`config.mk`:
```
export PLATFORM = sky130hd
export DESIGN_NAME = wrq_selector
export DESIGN_NICKNAME = d
export VERILOG_FILES = /design/src/rtl/wrq_pkg.sv /design/src/rtl/wrq_rule_check.sv /design/src/rtl/wrq_sel_reg.sv /design/src/rtl/wrq_flag_reg.sv /design/src/rtl/wrq_wr_tag.sv /design/src/rtl/wrq_selector.sv
export SDC_FILE = /design/constraint.sdc
export NUM_CORES = 1
export LEC_CHECK = 0
export BUFFER_PORTS_ARGS = -buffer_cell sky130_fd_sc_hd__buf_2
export CAP_MARGIN = 20
export CORE_AREA = 5 5 42 44
export CTS_BUF_LIST = sky130_fd_sc_hd__clkbuf_8
export CTS_CLUSTER_DIAMETER = 80
export DETAILED_ROUTE_END_ITERATION = 8
export DIE_AREA = 0 0 47 49
export REMOVE_ABC_BUFFERS = 1
export SLEW_MARGIN = 5
export SYNTH_ARGS = -nofsm -noshare
export SYNTH_HDL_FRONTEND = slang
export SYNTH_SLANG_ARGS = --single-unit
export TNS_END_PERCENT = 10
```
`constraint.sdc`:
```
create_clock -name clk -period 1 [get_ports clk]
set_input_delay 0.05 -clock clk [delete_from_list [all_inputs] [get_ports clk]]
set_output_delay 0.05 -clock clk [all_outputs]
set_load 0.02 [all_outputs]
```
`src/rtl/wrq_pkg.sv`:
```
package wrq_pkg;

  typedef struct packed {
    logic take_queue;
    logic take_dev;
    logic violation;
  } wrq_cmd_t;

  function automatic int unsigned bits_for(input int unsigned n);
    return (n > 1) ? $clog2(n) : 1;
  endfunction

endpackage

```
`src/rtl/wrq_rule_check.sv`:
```
module wrq_rule_check
  import wrq_pkg::*;
#(
  parameter int unsigned NUM_QUEUES = 5,
  parameter int unsigned AW         = 3
) (
  input  logic          addr_en,
  input  logic          flag_stb,
  input  logic          cfg_done_n,
  input  logic [AW-1:0] wr_addr,
  output wrq_cmd_t      cmd
);

  logic in_range;

  generate
    if (NUM_QUEUES == (1 << AW)) begin : g_full
      assign in_range = 1'b1;
    end else begin : g_cmp
      assign in_range = ({{(32-AW){1'b0}}, wr_addr} < 32'(NUM_QUEUES));
    end
  endgenerate

  always_comb begin
    cmd.take_queue = addr_en && !flag_stb && !cfg_done_n && in_range;
    cmd.take_dev   = flag_stb && !addr_en;
    cmd.violation  = addr_en && (flag_stb || cfg_done_n || !in_range);
  end

endmodule

```
`src/rtl/wrq_sel_reg.sv`:
```
module wrq_sel_reg #(
  parameter int unsigned QW = 3
) (
  input  logic          clk,
  input  logic          rst,
  input  logic          take,
  input  logic [QW-1:0] next_queue,
  output logic [QW-1:0] sel_queue,
  output logic          q_valid
);

  always_ff @(posedge clk) begin
    if (rst) begin
      sel_queue <= '0;
      q_valid   <= 1'b0;
    end else if (take) begin
      sel_queue <= next_queue;
      q_valid   <= 1'b1;
    end
  end

  AST_VALID_STICKY: assert property (@(posedge clk) disable iff (rst)
    q_valid |=> q_valid);

endmodule

```
`src/rtl/wrq_flag_reg.sv`:
```
module wrq_flag_reg #(
  parameter int unsigned DW = 3
) (
  input  logic          clk,
  input  logic          rst,
  input  logic          take,
  input  logic [DW-1:0] next_dev,
  output logic [DW-1:0] flag_dev
);

  always_ff @(posedge clk) begin
    if (rst) flag_dev <= '0;
    else if (take) flag_dev <= next_dev;
  end

  AST_FLAG_HOLD: assert property (@(posedge clk) disable iff (rst)
    !take |=> $stable(flag_dev));

endmodule

```
`src/rtl/wrq_wr_tag.sv`:
```
module wrq_wr_tag #(
  parameter int unsigned QW = 3
) (
  input  logic          clk,
  input  logic          rst,
  input  logic          wr_en_n,
  input  logic          q_valid,
  input  logic [QW-1:0] sel_queue,
  output logic          wr_stb,
  output logic [QW-1:0] wr_stb_queue
);

  always_ff @(posedge clk) begin
    if (rst) begin
      wr_stb       <= 1'b0;
      wr_stb_queue <= '0;
    end else begin
      wr_stb <= !wr_en_n && q_valid;
      if (!wr_en_n && q_valid) wr_stb_queue <= sel_queue;
    end
  end

  AST_NO_WRITE_UNSELECTED: assert property (@(posedge clk) disable iff (rst)
    !q_valid |=> !wr_stb);

  AST_WR_IDLE: assert property (@(posedge clk) disable iff (rst)
    wr_en_n |=> !wr_stb);

endmodule

```
`src/rtl/wrq_selector.sv`:
```
module wrq_selector
  import wrq_pkg::*;
#(
  parameter int unsigned NUM_QUEUES = 5,
  parameter int unsigned NUM_DEVS   = 8,
  localparam int unsigned QW = bits_for(NUM_QUEUES),
  localparam int unsigned DW = bits_for(NUM_DEVS),
  localparam int unsigned AW = (QW > DW) ? QW : DW
) (
  input  logic          clk,
  input  logic          rst,
  input  logic [AW-1:0] wr_addr,
  input  logic          addr_en,
  input  logic          flag_stb,
  input  logic          wr_en_n,
  input  logic          cfg_done_n,
  output logic [QW-1:0] sel_queue,
  output logic          wr_stb,
  output logic [QW-1:0] wr_stb_queue,
  output logic [DW-1:0] flag_dev,
  output logic          rule_err
);

  wrq_cmd_t cmd;
  logic     q_valid;

  wrq_rule_check #(.NUM_QUEUES(NUM_QUEUES), .AW(AW)) rule_i (
    .addr_en   (addr_en),
    .flag_stb  (flag_stb),
    .cfg_done_n(cfg_done_n),
    .wr_addr   (wr_addr),
    .cmd       (cmd)
  );

  wrq_sel_reg #(.QW(QW)) sel_i (
    .clk       (clk),
    .rst       (rst),
    .take      (cmd.take_queue),
    .next_queue(wr_addr[QW-1:0]),
    .sel_queue (sel_queue),
    .q_valid   (q_valid)
  );

  wrq_flag_reg #(.DW(DW)) flag_i (
    .clk     (clk),
    .rst     (rst),
    .take    (cmd.take_dev),
    .next_dev(wr_addr[DW-1:0]),
    .flag_dev(flag_dev)
  );

  wrq_wr_tag #(.QW(QW)) wr_i (
    .clk         (clk),
    .rst         (rst),
    .wr_en_n     (wr_en_n),
    .q_valid     (q_valid),
    .sel_queue   (sel_queue),
    .wr_stb      (wr_stb),
    .wr_stb_queue(wr_stb_queue)
  );

  always_ff @(posedge clk) begin
    if (rst) rule_err <= 1'b0;
    else     rule_err <= cmd.violation;
  end

  AST_ERR_ON_CLASH: assert property (@(posedge clk) disable iff (rst)
    (addr_en && flag_stb) |=> rule_err);

  AST_CLASH_HOLDS_QUEUE: assert property (@(posedge clk) disable iff (rst)
    (addr_en && flag_stb) |=> $stable(sel_queue));

  AST_LOCKED_BEFORE_CFG: assert property (@(posedge clk) disable iff (rst)
    (addr_en && cfg_done_n) |=> ($stable(sel_queue) && rule_err));

  AST_SEL_IN_RANGE: assert property (@(posedge clk) disable iff (rst)
    ({{(32-QW){1'b0}}, sel_queue} < 32'(NUM_QUEUES)));

  AST_NO_SPURIOUS_ERR: assert property (@(posedge clk) disable iff (rst)
    !addr_en |=> !rule_err);

endmodule

```
==> results.cfg <==
[place]
dp_hpwl_um = 650
io_buffers = 19
dp.cells = 77
gp_congestion = 0.625

[timing]
rsz0062_at_grt = no
tightest_slew_ns = 0.216
setup_viol = 0
final-max-slew-violation-count = 0
fin_crit_sh = 0.873
clock_skew_ns = 0.00186
fin_setup_tns_ns = 0
finalHoldViolCount = 0
fin_crit_ns = 0.873
fmaxAchievable_mhz = 1150
relSlewSlack = 0.856

[layout]
area_delta_synth_final_pct = 33.4
nNetsFinal = 75
finalNonFillerCells = 81
layout-drive-gt1-share = 0.400
num_antenna_cells = 0
final.fill_count = 157

[worst_setup_path]
crit_end = wr_i.wr_stb_queue[2]
rrSetupSlack_ns = 0.13
ff2ff_path_depth = 3
r2r_start = sel_i.q_valid
arrival_ns = 1.00
r2r_end = wr_i.wr_stb_queue[2]
cp-start-kind = flop
critPathCaptureType = flop
required_ns = 1.13
crit_type = flop to flop
critPathMaxFanout = 4
worstSetupStartpoint = sel_i.q_valid

[logic_synthesis]
avgSynthCellArea_um2 = 10.6
synth_top_area_share = 0.513
ys_seq_elements = 12
synth.most_common_cell = dfxtp_1
ys_top_cells_by_area = dfxtp_1, mux2i_1, nor2_1
yosysTopAreaCell = dfxtp_1
yosysUniqueCellTypes = 13
synth-main-ff-cell = dfxtp_1
seq_area_frac_synth = 0.513
synth_common_cells = dfxtp_1, mux2i_1, nor2_1
synth_cells = 44
syn_area_um2 = 468
synth_edf_count = 0
yosys_warnings = 0
synthArstFlopShare = 0

[route]
drc = 0
vias_per_cell = 4.35
ant_nets = 0
wl_met1_um = 422
drt-wirelength-per-cell_um = 10.5
drtIter0Drc = 3
met3_wirelength_um = 88
top_layer_used = met4
routed_wl_um = 851
wl_met2_um = 320
drtPass1Iterations = 2
via_count = 352

[cts]
clkTransAtPathRegs_ns = 0.05
clock-sinks = 12
clkLatencyLatePin_ns = 0.24
clockRootBuffer = clkbuf_8
htreeDepth = 1
cts_buffer_depth = 2
numCtsBuffers = 3
ctsHoldBuffers = 0
cts_tree = done

[die]
chipHeight_um = 49
core_area_um2 = 1400
ios = 20
die-area_um2 = 2300
die_w_um = 47
rows = 14
start_util = 0.334

[global_routing]
grt_pass1_wl_mm = 1.43
grt_start_max_net_pins = 16
grt.overflow.total = 0
track_usage = 0.0853
first_global_vias = 335
antenna_found_initial = 0

[job]
maxCapViolCount = 0

[power]
p_leak_nw = 0.295
power_density_nw_per_um2 = 1780
ir_drop_uv = 894

[status]
status = complete, no violations

[min_path]
hp-class = input pin to flop
[report_power, final]
part | internal (mW) | total, mW | switching, mW
clock network | 0.347 | 0.518 | 0.171
logic | 0.0436 | 0.0935 | 0.0499
registers | 0.493 | 0.499 | 0.00634
[placed cells by master (no fill, tap or decap)]
cell / instances
buf_2: 19
or2b_1: 3
a21oi_1: 1
dfxtp_1: 11
o21ai_1: 1
clkbuf_8: 4
nor2_1: 7
nor2b_1: 1
dfxtp_2: 1
and2b_2: 1
nand2b_1: 4
and2b_1: 1
mux2i_1: 9
o21ba_2: 1
and3_1: 1
[final cells by class]
type                       instances  area [um^2]  area share
clock buffer                       4         55.1      0.0882
multi-input combinational         30          213       0.341
sequential                        12          241       0.387
tap                               16         20.0      0.0321
timing repair buffer              19         95.1       0.152
[metal layers]
layer,up-vias,track usage
met5,-,0
met4,0,0.0553
met3,2,0.0369
met2,17,0.104
met1,148,0.117
li1,185,-
[flip-flops by register name, indices dropped and copies added (netlist names)]
| signal | count |
|---|---|
| flag_i.flag_dev | 3 |
| rule_err | 1 |
| sel_i.q_valid | 1 |
| sel_i.sel_queue | 3 |
| wr_i.wr_stb | 1 |
| wr_i.wr_stb_queue | 3 |
[through the flow]
stage	worst slack, ns	power, mW	hold slack, ns	cell area (um^2)	util
floorplan	0.159	0.561	0.122	452	-
CTS	0.0598	1.13	0.0573	622	0.444
global placement	0.0816	0.603	0.314	567	0.404
finish	0.127	1.11	0.0614	624	0.446
global route	0.0203	1.16	0.0813	624	0.446
detailed placement	0.0712	0.604	0.314	567	0.404
[kinds of logic (layout without fill, tap and decap cells)]
kind of cell,Yosys count,in the layout,synth area share
compound gates,3,3,0.0428
simple gates,18,18,0.217
buf+inv,2,23,0.0347
flops,12,12,0.513
mux,9,9,0.193
[worst max-delay path, stage by stage, from the launching register on]
cell     delay (ns)
dfxtp_2        0.32
and2b_2        0.20
mux2i_1        0.20
nor2_1         0.05
[worst min path at each step]
| stage | startpoint | endpoint | slack [ns] | cells after the start |
|---|---|---|---|---|
| 2_1_floorplan | rst | wr_i.wr_stb | 0.12 | 1 |
| 3_3_place_gp | addr_en | rule_err | 0.31 | 3 |
| 3_5_place_dp | addr_en | rule_err | 0.31 | 3 |
| 4_1_cts | addr_en | rule_err | 0.06 | 3 |
| 5_1_grt | addr_en | rule_err | 0.08 | 3 |
| 6_report | addr_en | rule_err | 0.06 | 3 |
[what timing repair did]
item / in CTS / in global routing
endpoints found under the hold margin: 0 / 0
setup endpoints to repair: 0 / 3
resized for setup: 0 / 2
setup buffers: 0 / 0
(Power assumes the default switching activity.)
